==> config.mk <==
export PLATFORM = sky130hd
export DESIGN_NAME = host_irq_ctl
export DESIGN_NICKNAME = d
export VERILOG_FILES = /design/src/rtl/host_irq_ctl.sv
export SDC_FILE = /design/constraint.sdc
export NUM_CORES = 1
export LEC_CHECK = 0
export ABC_AREA = 0
export BUFFER_PORTS_ARGS = -buffer_cell sky130_fd_sc_hd__buf_2
export CORE_MARGIN = 2
export CORE_UTILIZATION = 47
export CTS_BUF_LIST = sky130_fd_sc_hd__clkbuf_2 sky130_fd_sc_hd__clkbuf_4 sky130_fd_sc_hd__clkbuf_8
export CTS_CLUSTER_SIZE = 40
export DETAILED_ROUTE_END_ITERATION = 10
export PLACE_DENSITY = 0.82
export SLEW_MARGIN = 10
export SYNTH_ARGS = -nofsm -noshare
export SYNTH_HDL_FRONTEND = slang
export SYNTH_SLANG_ARGS = --single-unit
export TNS_END_PERCENT = 10
==> constraint.sdc <==
create_clock -name clk -period 2.4 [get_ports clk]
set_clock_uncertainty 0.05 [all_clocks]
set_input_delay 0.36 -clock clk [delete_from_list [all_inputs] [get_ports clk]]
set_output_delay 0.36 -clock clk [all_outputs]
set_load 0.02 [all_outputs]
==> src/rtl/host_irq_ctl.sv <==
module host_irq_ctl #(
  parameter int DW = 32,
  parameter int NEV = 11,
  parameter int AW = 2,
  parameter int EN_BIT = 7,
  parameter int CW = 4,
  parameter int CODE_BASE = 4,
  parameter logic [NEV-1:0] LIVE = 11'h7E7,
  parameter logic [NEV-1:0] MSI_SRC = 11'h1E7
) (
  input  logic           clk,
  input  logic           rst_n,
  input  logic [NEV-1:0] evt_in,
  input  logic           reg_we,
  input  logic [AW-1:0]  reg_addr,
  input  logic [DW-1:0]  reg_wdata,
  output logic [DW-1:0]  reg_rdata,
  output logic           irq_o,
  output logic           msi_valid,
  output logic [CW-1:0]  msi_code
);
  localparam logic [AW-1:0] A_STAT = AW'(0);
  localparam logic [AW-1:0] A_MASK = AW'(1);
  localparam logic [AW-1:0] A_CTRL = AW'(2);

  logic [NEV-1:0] stat_q, mask_q, pend_q, grant, hit, fresh, clr;
  logic en_q;
  logic wr_st, wr_mk, wr_ctl;
  logic unused_wdata;

  assign unused_wdata = &{1'b0, reg_wdata};
  assign wr_st  = reg_we && (reg_addr == A_STAT);
  assign wr_mk  = reg_we && (reg_addr == A_MASK);
  assign wr_ctl = reg_we && (reg_addr == A_CTRL);

  assign hit   = evt_in & LIVE;
  assign fresh = hit & MSI_SRC & ~stat_q & ~mask_q & {NEV{en_q}};
  assign clr   = wr_st ? reg_wdata[NEV-1:0] : '0;
  assign grant = pend_q & (~pend_q + NEV'(1));

  assign irq_o     = en_q & (|(stat_q & ~mask_q));
  assign msi_valid = |pend_q;

  always_comb begin
    msi_code = '0;
    for (int i = 0; i < NEV; i++)
      if (grant[i]) msi_code = CW'(CODE_BASE + i);
  end

  always_comb begin
    case (reg_addr)
      A_STAT:  reg_rdata = DW'(stat_q);
      A_MASK:  reg_rdata = DW'(mask_q);
      A_CTRL:  reg_rdata = DW'(en_q) << EN_BIT;
      default: reg_rdata = '0;
    endcase
  end

  always_ff @(posedge clk) begin
    if (!rst_n) begin
      stat_q <= '0;
      mask_q <= '0;
      pend_q <= '0;
      en_q   <= 1'b0;
    end else begin
      stat_q <= (stat_q & ~clr) | hit;
      pend_q <= (pend_q & ~grant) | fresh;
      if (wr_mk)  mask_q <= reg_wdata[NEV-1:0] & LIVE;
      if (wr_ctl) en_q   <= reg_wdata[EN_BIT];
    end
  end

  assert_set_R1: assert property (@(posedge clk) disable iff (!rst_n)
    (|hit) |=> ((stat_q & $past(hit)) == $past(hit)));

  assert_clear_R2: assert property (@(posedge clk) disable iff (!rst_n)
    (wr_st && |(reg_wdata[NEV-1:0] & ~hit)) |=> ((stat_q & $past(reg_wdata[NEV-1:0] & ~hit)) == '0));

  assert_set_wins_R3: assert property (@(posedge clk) disable iff (!rst_n)
    (wr_st && |(reg_wdata[NEV-1:0] & hit)) |=> ((stat_q & $past(reg_wdata[NEV-1:0] & hit)) == $past(reg_wdata[NEV-1:0] & hit)));

  assert_rsvd_R4: assert property (@(posedge clk) disable iff (!rst_n)
    (reg_rdata[DW-1:NEV] == '0) && ((reg_addr == AW'(3)) -> (reg_rdata == '0)));

  assert_gate_R7: assert property (@(posedge clk) disable iff (!rst_n)
    !en_q |-> !irq_o);

  assert_code_R8: assert property (@(posedge clk) disable iff (!rst_n)
    msi_valid |-> (msi_code >= CW'(CODE_BASE)) && MSI_SRC[msi_code - CW'(CODE_BASE)]);
endmodule

==> results of run 1 <==
## placed cells by master (no fill, tap or decap), types with 5 or more instances in the layout
cell type,n
buf_2,40
nor2b_1,14
inv_1,11
dfxtp_1,31
nor2_1,12
buf_4,7
a21boi_0,5
conb_1,21
clkbuf_4,5
mux2i_1,18
o21a_1,8
nand2_1,6
a21oi_1,17
## critical path: stages, from the launching register on
cell	delay [ns]
dfxtp_4	0.35
or4_4	0.53
or3_4	0.36
o32ai_2	0.20
buf_4	0.18
## sequential cells by signal, indices dropped and copies added (netlist names)
name	flops
pend_q	11
stat_q	11
mask_q	9
en_q	1
## worst max-delay path by stage
stage | start | end | slack (ns) | depth (start not counted)
floorplan | pend_q[0]$_SDFF_PN0_ | msi_code[0] | 0.31 | 3
global placement | pend_q[1]$_SDFF_PN0_ | msi_code[0] | 0.26 | 4
detailed placement | pend_q[1]$_SDFF_PN0_ | msi_code[0] | 0.27 | 4
CTS | pend_q[1]$_SDFF_PN0_ | msi_code[1] | -0.02 | 4
global route | pend_q[1]$_SDFF_PN0_ | msi_code[0] | -0.02 | 4
finish | pend_q[1]$_SDFF_PN0_ | msi_code[0] | 0.04 | 4
## layout make-up
type                       instances  area (um2)  share of cell area
clock buffer                       7        65.1              0.0328
inverter                          11        41.3              0.0208
clock inverter                     1        30.0              0.0152
timing repair buffer              47         253               0.128
multi-input combinational        138         891               0.449
sequential                        32         644               0.325
tap                               46        57.6              0.0290
## logic make-up (layout without fill, tap and decap cells)
logic type | after synthesis | after routing | synth area share
DFF | 32 | 32 | 0.381
buffers and inverters | 41 | 66 | 0.139
and+or+nand+nor | 53 | 53 | 0.190
other | 1 | 21 | 0.00223
muxes | 18 | 18 | 0.107
AOI/OAI and AO/OA | 46 | 46 | 0.181
## per-layer routing
metal  share of wire  vias to the layer above  global-route usage
met4           0.022                        0              0.0978
met2            0.48                       46               0.324
met5               0                        -                   0
met1            0.44                      641               0.208
li1                -                      712                   -
met3           0.063                        8              0.0511
## timing repair
item	CTS	global route
pin swaps	3	1
endpoints found under the setup margin	2	2
resized for setup	3	1
buffers inserted	3	0
## per-stage QoR
stage	setup TNS [ns]	area [um2]	hold WS, ns	setup slack (ns)
finish	0	1980	0.124	0.0409
detailed placement	0	1850	0.393	0.268
global route	-0.0188	1980	0.122	-0.0188
floorplan	0	1760	0.370	0.312
CTS	-0.0288	1970	0.107	-0.0152
global placement	0	1850	0.384	0.256
## power by group through the flow
stage                     sequential [uW]  clock [uW]  combinational [uW]
final                                 561         469                 169
after global routing                  564         493                 186
after CTS                             561         477                 169
after detailed placement              574           0                 167
after global placement                573           0                 165
after floorplan                       570           0                 146
==> metrics.md, run 1 <==
| Metric | Value |
|---|---|
| Drt total wl | around 3.6 mm |
| Vias | 1407 |
| Status | finished, final reports clean |
| Hold Crit Endpoint | stat_q[3]$_SDFF_PN0_ |
| Main flop type after synthesis | dfxtp_1 |
| Minimum clock period | approximately 2.4 ns |
| Fill count | slightly below 300 |
| First-pass GRT wire length | around 5.9 mm |
| Peak VDD IR | approximately 0.00056 V |
| Pwr/cell area | 605 nW/um2 |
| Max-Cap Viols | 0 |
| Post-synth top area share | 0.381 |
| DR iter-0 viols | 32 |
| Switch share | 0.259 |
| Largest cells by area after synthesis | dfxtp_1 38%, mux2i_1 11%, buf_4 9.4%, nor2b_1 5.2%, a21oi_1 5.1% |
| Leak | slightly below 0.001 uW |
| Least-Margin Pin Slew | 0.603 ns |
| Worst reg2reg path startpoint | pend_q[1]$_SDFF_PN0_ |
| Share of cells above drive strength 1 | 0.254 |
| Final core occ | 0.585 |
| Clk pwr share | 0.391 |
| Final Total Pwr | 1200 uW |
| Starting density of the core | 0.496 |
| Data required time of the worst path | roughly 2.0 ns |
| Row cnt | 21 |
| Setup slack, reg-to-reg | 0.64 ns |
| Part of the cycle the worst path needs | 0.983 |
| Hold Vio Cnt, Final | 0 |
| Nets | roughly 280 |
| Gate power share | 0.141 |
| IO Pins | 86 |
| Avg Cell Area, Syn | just under 9 um2 |
| Synth area leader | dfxtp_1 |
| EDFF count, synth | 0 |
| Unique cell type count in the Yosys netlist | 34 |
| Slew Limit Headroom | 0.597 |
| Crit path max fanout | 3 |
| Worst hold start | reg_wdata[3] |
| Crit path capture type | output pin |
| #FFs+latches synth | 32 |
| Inserted Clock Buffers | 5 |
| Largest net degree at the start of global routing | 33 |
| Most common library cells after synthesis | 32 x dfxtp_1, 21 x buf_4, 18 x mux2i_1 |
| Setup CP Type | register to output pin |
| Gate Count Post-Synth | roughly 190 |
| CP startpoint kind | register |
| R2R cell count | 5 |
| Initial antenna violation count | 0 |
| Core area | about 3400 um2 |
| All-Layer GR Usage | 0.187 |
| Non-filler cells in the finished layout | about 280 |
| Sequential area share after synthesis | 0.381 |
| Max Buffers Root-to-Sink | 2 |
| CTS Sinks | 32 |
| Gr ovfl total | 0 |
| Int Pwr | between 800 and 900 uW |
| Unrepaired setup endpoints after global routing | yes |
| Final RePlAce weighted congestion | about 0.74 |
| Area Growth Syn to Fin | 17.8% |
| DP Cell Count | around 270 |
| CTS H-Tree Depth | 2 |
| Final setup vio count | 0 |
| N_diodes | 0 |
| Sw power | approximately 310 uW |
| Synthesized area | approximately 1700 um2 |
| Reg2reg end | pend_q[7]$_SDFF_PN0_ |
| Crit path DAT | just under 2 ns |
| Pins Over Slew Limit | 0 |
| WHS Path Cells | 2 |
| Hold_buf cts | 0 |
| Share of power burned in registers | 0.468 |
| Most frequent cell after synthesis | dfxtp_1 |
| Die area | ~4100 um2 |
| Drt first pass iters | 4 |
| CTS clk-pin slew, worst paths | ~0.1 ns |
| Wire per inst | ~13 um |
| Worst min-delay path category | input pin to register |
| CTS tree | done |
| CTS root buf | clkbuf_4 |
| PortBufs | slightly above 40 |
| Post-route ant nets | 0 |
| Die X | roughly 64 um |
| Highest Clock Rate | 424 MHz |
| Ys Warns | 0 |
| Post-DP HPWL | about 2.6 mm |
| Worst-Skew Late Latency | around 0.34 ns |
| FFs w/ async S/R, synth | 0 |
| Vias per cell | ~5 |
| Die Y | between 60 and 70 um |
| Vias in the first global route | roughly 1400 |
| # DRC | 0 |
Note: power is estimated with default switching activity, not from simulation.
==> run 2: changes to the inputs <==
--- a/config.mk
+++ b/config.mk
@@ -5,14 +5,15 @@
 export SDC_FILE = /design/constraint.sdc
 export NUM_CORES = 1
 export LEC_CHECK = 0
-export ABC_AREA = 0
+export ABC_AREA = 1
 export BUFFER_PORTS_ARGS = -buffer_cell sky130_fd_sc_hd__buf_2
-export CORE_MARGIN = 2
+export CORE_MARGIN = 10
 export CORE_UTILIZATION = 47
 export CTS_BUF_LIST = sky130_fd_sc_hd__clkbuf_2 sky130_fd_sc_hd__clkbuf_4 sky130_fd_sc_hd__clkbuf_8
 export CTS_CLUSTER_SIZE = 40
 export DETAILED_ROUTE_END_ITERATION = 10
 export PLACE_DENSITY = 0.82
+export REMOVE_ABC_BUFFERS = 1
 export SLEW_MARGIN = 10
 export SYNTH_ARGS = -nofsm -noshare
 export SYNTH_HDL_FRONTEND = slang
==> run 2 against run 1 <==
Effect of this change:
- utilization fell by 3.2 points
- synthesized cell count up 29%
- sequential power up 0.9%
- sequential cell count unchanged
- register-to-register slack improved by 0.68 ns
- first-iteration DRC count up 47%
- final cell count increased by 18%
- combinational power grew 11%
- clock power decreased by 43%
- power down 15%
- die area grew 58%
==> metrics.md, run 2 <==
| Metric | Value |
|---|---|
| Synth area leader | dfxtp_1 (unchanged) |
| Drt total wl | 4.09 mm (was 3.56 mm) |
| Share of cells above drive strength 1 | 0.224 (was 0.254) |
| Crit path top cell by count | nand3_1 |
| Row cnt | 21 (unchanged) |
| Post-DP HPWL | 3.21 mm (was 2.55 mm) |
| Unique cell type count in the Yosys netlist | 23 (was 34) |
| Crit-path leading delay family | simple AND/OR/NAND/NOR gates (unchanged) |
| Worst Path Buf+Inv | 1 (unchanged) |
| Synthesized area | 1710 um2 (was 1680 um2) |
| Worst min-delay path category | input pin to register (unchanged) |
| Minimum clock period | 1.92 ns (was 2.36 ns) |
| Unrepaired setup endpoints after global routing | no (was yes) |
| Largest net degree at the start of global routing | 19 (was 33) |
| Part of the cycle the worst path needs | 0.799 (was 0.983) |
| Critical path depth | 6 (was 4) |
| Setup TNS | 0 ns (unchanged) |
| CTS clk-pin slew, worst paths | 0.09 ns (was 0.10 ns) |
| Pwr/cell area | 539 nW/um2 (was 605 nW/um2) |
| Main flop type after synthesis | dfxtp_1 (unchanged) |
| IO Pins | 86 (unchanged) |
| Fill count | 373 (was 294) |
| Die Y | 80.3 um (was 63.8 um) |
| Placement Setup Slack | 0.744 ns (was 0.268 ns) |
| Biggest regs | pend_q: 11 flops, stat_q: 11 flops, mask_q: 9 flops (unchanged) |
| CTS root buf | clkbuf_4 (unchanged) |
| Core area | 3420 um2 (was 3390 um2) |
| Non-filler cells in the finished layout | 332 (was 282) |
| Vias | 1620 (was 1407) |
| R2R cell count | 4 (was 5) |
| EDFF count, synth | 0 (unchanged) |
| M3 GR Usage | 0.0702 (was 0.0511) |
| Die area | 6460 um2 (was 4070 um2) |
| Initial antenna violation count | 0 (unchanged) |
| Setup slack, reg-to-reg | 1.32 ns (was 0.64 ns) |
| PortBufs | 41 (unchanged) |
| Hold Vio Cnt, Final | 0 (unchanged) |
| Wire per inst | 12.3 um (was 12.6 um) |
| Vias per cell | 4.88 (was 4.99) |
| Hold_buf cts | 0 (unchanged) |
| Most frequent cell after synthesis | nand2_1 (was dfxtp_1) |
| Commonest non-fill, non-tap cell in the layout | buf_2 (unchanged) |
| Vias in the first global route | 1601 (was 1365) |
| Worst-Skew Late Latency | 0.34 ns (about the same) |
| Most common library cells after synthesis | 38 x nand2_1, 32 x dfxtp_1, 31 x inv_1, 31 x nor2_1, 29 x a21oi_1 (was 32 x dfxtp_1, 21 x buf_4, 18 x mux2i_1) |
| Final RePlAce weighted congestion | 0.820 (was 0.743) |
| Critical-path cell list | nor2_4 > nand2_1 > nor2_1 > nand3_1 > nand3_1 > buf_2 (was or4_4 > or3_4 > o32ai_2 > buf_4) |
| Setup ws final | 0.483 ns (was 0.0409 ns) |
| Gate Count Post-Synth | 247 (was 191) |
| Most frequent cells in the layout | 41 x buf_2, 38 x nand2_1, 32 x dfxtp_1 (was 40 x buf_2, 31 x dfxtp_1, 21 x conb_1) |
| All-Layer GR Usage | 0.128 (was 0.187) |
| Max-Cap Viols | 0 (unchanged) |
| CTS tree | done (unchanged) |
| CTS Sinks | 32 (unchanged) |
| Crit path max fanout | 5 (was 3) |
| Setup CP Type | register to output pin (unchanged) |
| FFs w/ async S/R, synth | 0 (unchanged) |
| Crit path capture type | output pin (unchanged) |
| Met1 usage | 0.131 (was 0.208) |
| Max Buffers Root-to-Sink | 2 (unchanged) |
| Die X | 80.3 um (was 63.8 um) |
| DP Cell Count | 327 (was 271) |
| DR iter-0 viols | 47 (was 32) |
| Gr ovfl total | 0 (unchanged) |
| Post-synth top area share | 0.374 (was 0.381) |
| # DRC | 0 (unchanged) |
| Crit path DAT | 1.51 ns (was 1.95 ns) |
| #FFs+latches synth | 32 (unchanged) |
| Ys Warns | 0 (unchanged) |
| Leak | 0.000938 uW (was 0.000984 uW) |
| Inserted Clock Buffers | 5 (unchanged) |
| First-pass GRT wire length | 6.77 mm (was 5.93 mm) |
| Pins Over Slew Limit | 0 (unchanged) |
| WHS Path Cells | 3 (was 2) |
| Final setup vio count | 0 (unchanged) |
| Avg Cell Area, Syn | 6.93 um2 (was 8.81 um2) |
| Final core occ | 0.553 (was 0.585) |
| Post-route ant nets | 0 (unchanged) |
| CP max stage cell | dfxtp_1 (was or4_4) |
| Total setup buffers inserted after CTS | 0 (was 3) |
| Starting density of the core | 0.501 (was 0.496) |
| Area Growth Syn to Fin | 10.3% (was 17.8%) |
| CP startpoint kind | register (unchanged) |
| Drt first pass iters | 4 (unchanged) |
| Highest Clock Rate | 522 MHz (was 424 MHz) |
| N_diodes | 0 (unchanged) |
| CP max stage delay | 0.35 ns (was 0.53 ns) |
| PostCTS Resize Cnt | 0 (was 3) |
| Sequential area share after synthesis | 0.374 (was 0.381) |
| Peak VDD IR | 0.000333 V (was 0.000560 V) |
| Largest cells by area after synthesis | dfxtp_1 37%, buf_4 10%, a21oi_1 8.5%, nand2_1 8.3%, inv_1 6.8% (was dfxtp_1 38%, mux2i_1 11%, buf_4 9.4%, nor2b_1 5.2%, a21oi_1 5.1%) |
| CTS H-Tree Depth | 2 (unchanged) |
| Nets | 336 (was 283) |
| Global route hottest layer | met2 (unchanged) |
| M2 GR Usage | 0.218 (was 0.324) |
| Status | finished, final reports clean (unchanged) |
| Data required time of the worst path | 1.99 ns (about the same) |
-- run 2: cell count changes after synthesis, sizes merged, moves of 7 or more --
cell    before  now
nand2        6   47
inv         11   35
nor2        12   34
mux2i       18    0
nor2b       14    0
a21oi       17   29
o21ai        4   15
nand3        1   10
o21a         8    0
clkbuf       7    0
-- run 2: kinds of logic after synthesis --
| family | synth area share |
|---|---|
| AOI/OAI and AO/OA | 0.160 |
| and+or+nand+nor | 0.270 |
| buffers and inverters | 0.193 |
| other | 0.00219 |
| DFF | 0.374 |
-- run 2: final timing paths --
path	start	to
max	pend_q[0]$_SDFF_PN0_	msi_code[0]
min	evt_in[10]	stat_q[10]$_SDFF_PN0_
max reg2reg	pend_q[0]$_SDFF_PN0_	pend_q[8]$_SDFF_PN0_
min reg2reg	mask_q[0]$_SDFFE_PN0P_	pend_q[0]$_SDFF_PN0_
-- run 2: per-stage QoR --
stage	hold slack, ns	power [uW]	instance area [um2]
CTS	0.170	1030	1890
global placement	0.354	761	1850
floorplan	0.346	700	1590
global route	0.172	1070	1890
finish	0.176	1020	1890
detailed placement	0.370	765	1850
-- run 2: where the power goes --
group / internal (uW) / switching, uW / total (uW)
clock network: 97.6 / 168 / 265
registers: 552 / 14.2 / 566
logic: 55.9 / 131 / 187
total: 705 / 312 / 1020
-- run 2: layer usage --
layer  vias to the layer above  part of all wire
met5                         -                 0
met4                         0             0.014
met3                         9              0.12
met2                        58              0.46
met1                       725              0.41
li1                        828                 -
-- run 2: final cells by class --
type	instances	area, um2	area share
inverter	35	131	0.0696
timing repair buffer	41	205	0.109
sequential	32	641	0.339
clock buffer	5	37.5	0.0199
tap	46	57.6	0.0305
multi-input combinational	173	816	0.432
-- run 2: worst reg2reg max path: cells and delay by family (launching register included) --
kind | cells | cell delay (ns)
compound gates | 2 | 0.28
flops | 1 | 0.35
simple gates | 2 | 0.27
